`config.mk`:
```
export PLATFORM = sky130hd
export DESIGN_NAME = acc_cpu
export DESIGN_NICKNAME = d
export VERILOG_FILES = /design/src/rtl/acc_pkg.sv /design/src/rtl/acc_rst_sync.sv /design/src/rtl/acc_seq_ctrl.sv /design/src/rtl/acc_datapath.sv /design/src/rtl/acc_cpu.sv
export SDC_FILE = /design/constraint.sdc
export NUM_CORES = 1
export LEC_CHECK = 0
export BUFFER_PORTS_ARGS = -buffer_cell sky130_fd_sc_hd__buf_4
export CAP_MARGIN = 20
export CORE_MARGIN = 5
export CORE_UTILIZATION = 50
export CTS_CLUSTER_DIAMETER = 30
export DETAILED_ROUTE_END_ITERATION = 6
export PLACE_DENSITY = 0.71
export SLEW_MARGIN = 25
export SYNTH_ARGS = -nofsm -noshare
export SYNTH_HDL_FRONTEND = slang
export SYNTH_HIERARCHICAL = 1
export SYNTH_SLANG_ARGS = --single-unit
```
`constraint.sdc`:
```
create_clock -name clk -period 4.65 [get_ports clk]
set_clock_uncertainty 0.1 [all_clocks]
set_input_delay 0.465 -clock clk [delete_from_list [all_inputs] [get_ports clk]]
set_output_delay 0.465 -clock clk [all_outputs]
set_load 0.005 [all_outputs]
```
`src/rtl/acc_pkg.sv`:
```
package acc_pkg;

  localparam int OPC_W = 4;

  localparam logic [OPC_W-1:0] OPC_LOAD  = 4'b0001;
  localparam logic [OPC_W-1:0] OPC_ADD   = 4'b0011;
  localparam logic [OPC_W-1:0] OPC_STORE = 4'b0100;
  localparam logic [OPC_W-1:0] OPC_HALT  = 4'b0111;

  typedef enum logic [3:0] {
    S_FA   = 4'd0,  // address register <- program counter
    S_FW   = 4'd1,  // memory read latency
    S_FD   = 4'd2,  // data register <- memory
    S_FI   = 4'd3,  // instruction register <- data register, pc + 1
    S_DEC  = 4'd4,  // decode, address register <- operand field
    S_OW   = 4'd5,  // operand read latency
    S_OD   = 4'd6,  // data register <- operand
    S_EX   = 4'd7,  // accumulator update
    S_ST   = 4'd8,  // write cycle
    S_HALT = 4'd9
  } seq_state_e;

  typedef struct packed {
    logic mar_from_pc;
    logic mar_from_ir;
    logic mdr_load;
    logic ir_load;
    logic pc_inc;
    logic acc_load;
    logic acc_add;
    logic mem_we;
  } seq_ctl_t;

endpackage

```
`src/rtl/acc_rst_sync.sv`:
```
module acc_rst_sync #(
  parameter int STAGES = 2
) (
  input  logic clk,
  input  logic rst_n,
  output logic rst_sync_n
);

  logic [STAGES-1:0] sync_q;

  always_ff @(posedge clk or negedge rst_n) begin
    if (!rst_n) begin
      sync_q <= '0;
    end else begin
      sync_q <= {sync_q[STAGES-2:0], 1'b1};
    end
  end

  assign rst_sync_n = sync_q[STAGES-1];

endmodule

```
`src/rtl/acc_seq_ctrl.sv`:
```
module acc_seq_ctrl
  import acc_pkg::*;
(
  input  logic                   clk,
  input  logic                   rst_ni,
  input  logic [OPC_W-1:0]       opcode,
  output seq_state_e             state,
  output seq_ctl_t               ctl
);

  seq_state_e state_q, state_d;

  always_comb begin
    state_d = state_q;
    ctl     = '0;
    unique case (state_q)
      S_FA: begin
        ctl.mar_from_pc = 1'b1;
        state_d         = S_FW;
      end
      S_FW: state_d = S_FD;
      S_FD: begin
        ctl.mdr_load = 1'b1;
        state_d      = S_FI;
      end
      S_FI: begin
        ctl.ir_load = 1'b1;
        ctl.pc_inc  = 1'b1;
        state_d     = S_DEC;
      end
      S_DEC: begin
        case (opcode)
          OPC_LOAD, OPC_ADD: begin
            ctl.mar_from_ir = 1'b1;
            state_d         = S_OW;
          end
          OPC_STORE: begin
            ctl.mar_from_ir = 1'b1;
            state_d         = S_ST;
          end
          OPC_HALT: state_d = S_HALT;
          default:  state_d = S_FA;
        endcase
      end
      S_OW: state_d = S_OD;
      S_OD: begin
        ctl.mdr_load = 1'b1;
        state_d      = S_EX;
      end
      S_EX: begin
        ctl.acc_load = 1'b1;
        ctl.acc_add  = (opcode == OPC_ADD);
        state_d      = S_FA;
      end
      S_ST: begin
        ctl.mem_we = 1'b1;
        state_d    = S_FA;
      end
      S_HALT: state_d = S_HALT;
      default: state_d = S_FA;
    endcase
  end

  always_ff @(posedge clk or negedge rst_ni) begin
    if (!rst_ni) begin
      state_q <= S_FA;
    end else begin
      state_q <= state_d;
    end
  end

  assign state = state_q;

endmodule

```
`src/rtl/acc_datapath.sv`:
```
module acc_datapath
  import acc_pkg::*;
#(
  parameter int ADDR_W = 12,
  parameter int DATA_W = 16
) (
  input  logic              clk,
  input  logic              rst_ni,
  input  seq_ctl_t          ctl,
  input  logic [DATA_W-1:0] mem_rdata,
  output logic [ADDR_W-1:0] mar,
  output logic [ADDR_W-1:0] pc,
  output logic [DATA_W-1:0] ir,
  output logic [DATA_W-1:0] acc,
  output logic [OPC_W-1:0]  opcode
);

  logic [ADDR_W-1:0] pc_q, mar_q;
  logic [DATA_W-1:0] mdr_q, ir_q, acc_q;
  logic [DATA_W-1:0] acc_d;

  always_comb begin
    if (ctl.acc_add) acc_d = acc_q + mdr_q;
    else             acc_d = mdr_q;
  end

  always_ff @(posedge clk or negedge rst_ni) begin
    if (!rst_ni) begin
      pc_q  <= '0;
      mar_q <= '0;
      mdr_q <= '0;
      ir_q  <= '0;
      acc_q <= '0;
    end else begin
      if (ctl.pc_inc)           pc_q  <= pc_q + 1'b1;
      if (ctl.mar_from_pc)      mar_q <= pc_q;
      else if (ctl.mar_from_ir) mar_q <= ir_q[ADDR_W-1:0];
      if (ctl.mdr_load)         mdr_q <= mem_rdata;
      if (ctl.ir_load)          ir_q  <= mdr_q;
      if (ctl.acc_load)         acc_q <= acc_d;
    end
  end

  assign mar    = mar_q;
  assign pc     = pc_q;
  assign ir     = ir_q;
  assign acc    = acc_q;
  assign opcode = ir_q[DATA_W-1 -: OPC_W];

endmodule

```
`src/rtl/acc_cpu.sv`:
```
module acc_cpu
  import acc_pkg::*;
#(
  parameter int ADDR_W     = 12,
  parameter int RST_STAGES = 2,
  localparam int DATA_W    = OPC_W + ADDR_W
) (
  input  logic              clk,
  input  logic              rst_n,
  output logic [ADDR_W-1:0] mem_addr,
  output logic              mem_we,
  output logic [DATA_W-1:0] mem_wdata,
  input  logic [DATA_W-1:0] mem_rdata,
  output logic              halted,
  output logic [DATA_W-1:0] acc_out
);

  logic              rst_i_n;
  seq_state_e        state_q;
  seq_ctl_t          ctl;
  logic [OPC_W-1:0]  opcode;
  logic [ADDR_W-1:0] pc_q;
  logic [DATA_W-1:0] ir_q;
  logic [DATA_W-1:0] acc_q;

  acc_rst_sync #(.STAGES(RST_STAGES)) u_rst (
    .clk       (clk),
    .rst_n     (rst_n),
    .rst_sync_n(rst_i_n)
  );

  acc_seq_ctrl u_ctrl (
    .clk   (clk),
    .rst_ni(rst_i_n),
    .opcode(opcode),
    .state (state_q),
    .ctl   (ctl)
  );

  acc_datapath #(.ADDR_W(ADDR_W), .DATA_W(DATA_W)) u_dp (
    .clk      (clk),
    .rst_ni   (rst_i_n),
    .ctl      (ctl),
    .mem_rdata(mem_rdata),
    .mar      (mem_addr),
    .pc       (pc_q),
    .ir       (ir_q),
    .acc      (acc_q),
    .opcode   (opcode)
  );

  assign mem_we    = ctl.mem_we;
  assign mem_wdata = acc_q;
  assign acc_out   = acc_q;
  assign halted    = (state_q == S_HALT);

endmodule

```
# [After elaboration in Yosys (flattened, before gate mapping)]
# Cells that the tools add are included.
[word_totals] ff_bits=78 input_bits=18
[op_classes] addsub=2 eq_ne=13 muxes=12 reduce_logical=5
[ops] operator="$pmux W4 S8" count=1
[ops] operator="$eq A4 B3 Y1 const B" count=6
[ops] operator="$mux W12" count=2
[ops] operator="$add A16 B16 Y16" count=1
[ops] operator="$mux W16" count=1
[ops] operator="$add A12 B1 Y12 const B" count=1
[ops] operator="$eq A4 B2 Y1 const B" count=3
[ops] operator="$pmux W4 S3" count=1
[ops] operator="$eq A4 B1 Y1 const B" count=2
[ops] operator="$eq A4 B4 Y1 const B" count=2
[ops] operator="$mux W1" count=5
[ops] operator="$logic_not A4 Y1" count=1
[ops] operator="$mux W2" count=2
[ops] operator="$reduce_or A2 Y1" count=2
[ops] operator="$reduce_or A3 Y1" count=1
[ops] operator="$reduce_bool A2 Y1" count=1

# [Logic depth before layout (Yosys ltp)]
[depth] depth_word=6 ltp_mapped=9

# [Cells and area by module]
# The synthesis kept the hierarchy.
[by_module_without_submodules] module="acc_datapath" instances=1 cells_each=332 area_per_inst_um2=3729.8
[by_module_without_submodules] module="acc_seq_ctrl" instances=1 cells_each=37 area_per_inst_um2=327.8
[by_module_without_submodules] module="acc_cpu" instances=1 cells_each=17 area_per_inst_um2=132.6
[by_module_without_submodules] module="acc_rst_sync" instances=1 cells_each=3 area_per_inst_um2=53.8

# [Worst setup path after synthesis]
# OpenSTA, ideal clock, no wires.
[synth_timing] kind="register to register" startpoint="register u_dp.acc_q[0] (netlist: u_dp/acc[0])" endpoint="register u_dp.acc_q[10] (netlist: u_dp/acc[10])" t_arrival_ns=2.277 required_time_ns=4.420 path_slack_ns=2.143 stages_incl_launch_ff=10 n_path_buf=0 synth_period_minus_slack_ns=2.507 path_cell_list="dfrtp_1 > ha_1 > fa_1 > a21oi_1 > o21ai_1 > or3_1 > a21oi_2 > nor3_1 > a2111oi_2 > o21ai_1"
[synth_via] elab_chain_cells=2
[synth_rtl] item="from (decl)" line_no="acc_datapath.sv:19" text="logic [DATA_W-1:0] mdr_q, ir_q, acc_q;"
[synth_rtl] item="from (signal assigned)" line_no="acc_datapath.sv:33" text="acc_q <= '0;"
[synth_rtl] item="from (signal assigned)" line_no="acc_datapath.sv:40" text="if (ctl.acc_load) acc_q <= acc_d;"
[synth_rtl] item="$add A16 B16 Y16" line_no="acc_datapath.sv:23" text="if (ctl.acc_add) acc_d = acc_q + mdr_q;"
[synth_rtl] item="$mux W16" line_no="acc_datapath.sv:23"
# No other way between the ends.
# A chain may end at the register's enable or synchronous reset.

# [Worst setup path in the final report]
# Ends and elaborated chain as after synthesis.

==> impl_results.md <==
- Share of cells above drive strength 1: 32.0%
- CTS tree: yes
- Synth Area per Inst: 10.9 um^2
- Synthesis Warnings: 6
- Power, Total: 0.00374 W
- Reg area: 1960 um^2
- Primary FF master, synth: dfrtp_1
- CP startpoint kind: flop
- Clk_lat worst skew: 0.34 ns
- Grt total ovfl: 0
- Setup Crit Path Kind: flop to flop
- Max rail drop VDD: 0.000382 V
- Fin area: 4860 um^2
- Post-DP HPWL: 6.31 mm
- Cell internal pwr: 0.00219 W
- Worst-path clk slew: 0.09 ns
- Met2 usage: 30.4%
- Synthesis-to-layout area growth: 14.4%
- CTS buffer count: 9
- Gr usage total: 17.8%
- Post-Syn Instances: 389
- Outcome: completed
- Crit Path Max Fanout: 4
- Slew of the pin with the lowest slew margin: 0.885 ns
- Initial drt markers: 99
- Global-route wire length before repair: 14.6 mm
- FMAX: 366 MHz
- DRT Pass-1 Iters: 4
- Nets: 464
- Most common cell after layout, fill and taps aside: dfrtp_1
- Most frequent cells in the layout: dfrtp_1 (77), buf_4 (68), mux2_2 (34), nand2_1 (26), mux2i_1 (25)
- Asr flop ratio synth: 100%
- Syn nets: 424
- Top post-synthesis cells by area: dfrtp_1 (46%), mux2_2 (9.0%), mux2i_1 (5.9%)
- Hold Crit Class: flop to async pin
- Number of flops mapped to enable cells by yosys: 0
- Gr busiest metal: met2
- Core area: 8260 um^2
- Largest net degree at the start of global routing: 45
- Multi-input logic area: 2030 um^2
- Detailed-route via count: 2950
- Vias in the first global route: 3069
- Hold Worst Slack: 0.248 ns
- Row count: 33
- Routed WL per cell: 16.0 um
- Endpoints failing hold: 0
- Final setup viols: 0
- Clk sink count: 78
- LEAKAGE: 2.12 nW
- Synth cell types: 61
- Setup repair bufs after CTS: 0
- Net Sw Frac: 41.4%
- DR vias/cell: 5.47
- Combinational power share: 52.4%
- Initial Utilization: 51.4%
- Yosys top cell area share: 46.0%
- PD cells: 770 nW/um^2
- Max_slew headroom: 40.8%
- Slew Limit Fails: 0
- Drt total wl: 8.64 mm
- Minimum clock period: 2.73 ns
- CTS Buffer Depth: 2
- Met1 Usage GRT: 23.0%
- Reg power frac: 34.7%
- Die Wd: 102 um
- Area after DPL: 4660 um^2
- Net switching power: 0.00155 W
- Die Span Y: 102 um
- Routed Antenna Nets: 0
- RSZ-0062 raised after global routing: no
- Register area share after synthesis: 46.0%
- Antenna violations before repair: 0
- Filler instances: 704
- CTS root buffer: clkbuf_8
- Die area: 10400 um^2
- Port Buf Inserts: 63
- Fin Setup TNS: 0 ns
- Clk pwr share: 12.9%
- Max cap viols: 0
- Met3 Use GR: 3.21%
- Critical path capture point type: flop
- Drt drc: 0
- GP Congestion: 0.854
- Antenna Diode Count: 0
- CP required: 4.77 ns
- #FFs+latches synth: 78
- H-Tree Depth: 3
- Crit path DAT: 2.85 ns
- Cell area after synthesis: 4240 um^2
- Ports: 64
- Final Cycle Share: 58.7%
- Synth area leader: dfrtp_1
[registers in the layout (all words and copies together) (netlist names)]
name	flops
u_rst/sync_q	2
u_dp/pc	12
u_dp/ir	16
u_ctrl/state	4
u_dp/mar	12
u_dp/acc	16
u_dp/mdr_q	16
[per-layer routing]
layer | routed length, um | part of all wire [%]
met1 | 3960 | 46
met4 | 108 | 1.3
met2 | 4230 | 49
met5 | 0 | 0
met3 | 336 | 3.9
[final timing paths]
kind	start	end	slack [ns]	depth (start not counted)
worst min-delay path	u_rst/sync_q[1]	u_dp/acc[3]	0.25	0
worst max-delay path	u_dp/acc[0]	u_dp/acc[10]	1.92	9
max in group asynchronous	u_rst/sync_q[1]	u_dp/mdr_q[6]	3.36	1
worst max register to register	u_dp/acc[0]	u_dp/acc[10]	1.92	9
min in group clk	mem_rdata[12]	u_dp/mdr_q[12]	0.25	2
worst min register to register	u_rst/sync_q[1]	u_dp/acc[3]	0.25	0
[cells by family (layout without fill, tap and decap cells)]
kind of cell,after synthesis,count (layout),synth area share (%)
simple gates,91,91,11.3
flops,78,78,46.0
compound gates,70,70,11.0
mux,59,59,14.9
buf+inv,49,94,6.52
xor+xnor,24,24,4.95
fa+ha+maj,17,17,5.19
other cells,1,1,0.0884
[power groups by stage]
stage | logic (W) | clock network [W] | registers [W]
after global placement | 0.00191 | 0 | 0.00130
after floorplan | 0.00160 | 0 | 0.00118
final | 0.00196 | 0.000481 | 0.00130
after global routing | 0.00219 | 0.000520 | 0.00136
after detailed placement | 0.00196 | 0 | 0.00132
after CTS | 0.00197 | 0.000493 | 0.00131
[critical path, stage by stage (launching register included)]
cell and delay (ns):
dfrtp_1 0.43, ha_1 0.27, fa_1 0.42, a21oi_1 0.23
o21ai_1 0.15, or3_1 0.34, a21oi_2 0.18, nor3_1 0.07
a2111oi_2 0.33, o21ai_1 0.11
[cells in the mapped netlist, drive strengths merged, types with 3 or more instances]
library cell	number
o21ai	24
and3	7
nor2	23
dfrtp	78
inv	9
a21oi	22
buf	29
xnor2	20
nand3	9
a21o	7
nand2b	3
clkbuf	11
nor3	3
mux2i	25
ha	16
xor2	4
nand2	27
mux2	34
[cell type report]
cell class                 count  area share [%]
multi-input combinational    262            41.8
sequential                    78            40.3
timing repair buffer          69            10.7
tap                          105            2.70
clock buffer                   9            2.55
clock inverter                 7            1.31
inverter                       9           0.696
[per-stage QoR]
stage | utilization [%] | instances | setup slack, ns
after detailed placement | 56.4 | 522 | 1.82
after CTS | 58.8 | 539 | 1.80
after global routing | 58.8 | 539 | 1.77
final | 58.8 | 539 | 1.92
after floorplan | - | 389 | 2.14
after global placement | 56.4 | 522 | 1.91
[what timing repair did]
item,CTS,global route
hold buffers,1,0
hold endpoints to repair,2,0
resized for setup,0,0
(Power assumes the default switching activity.)
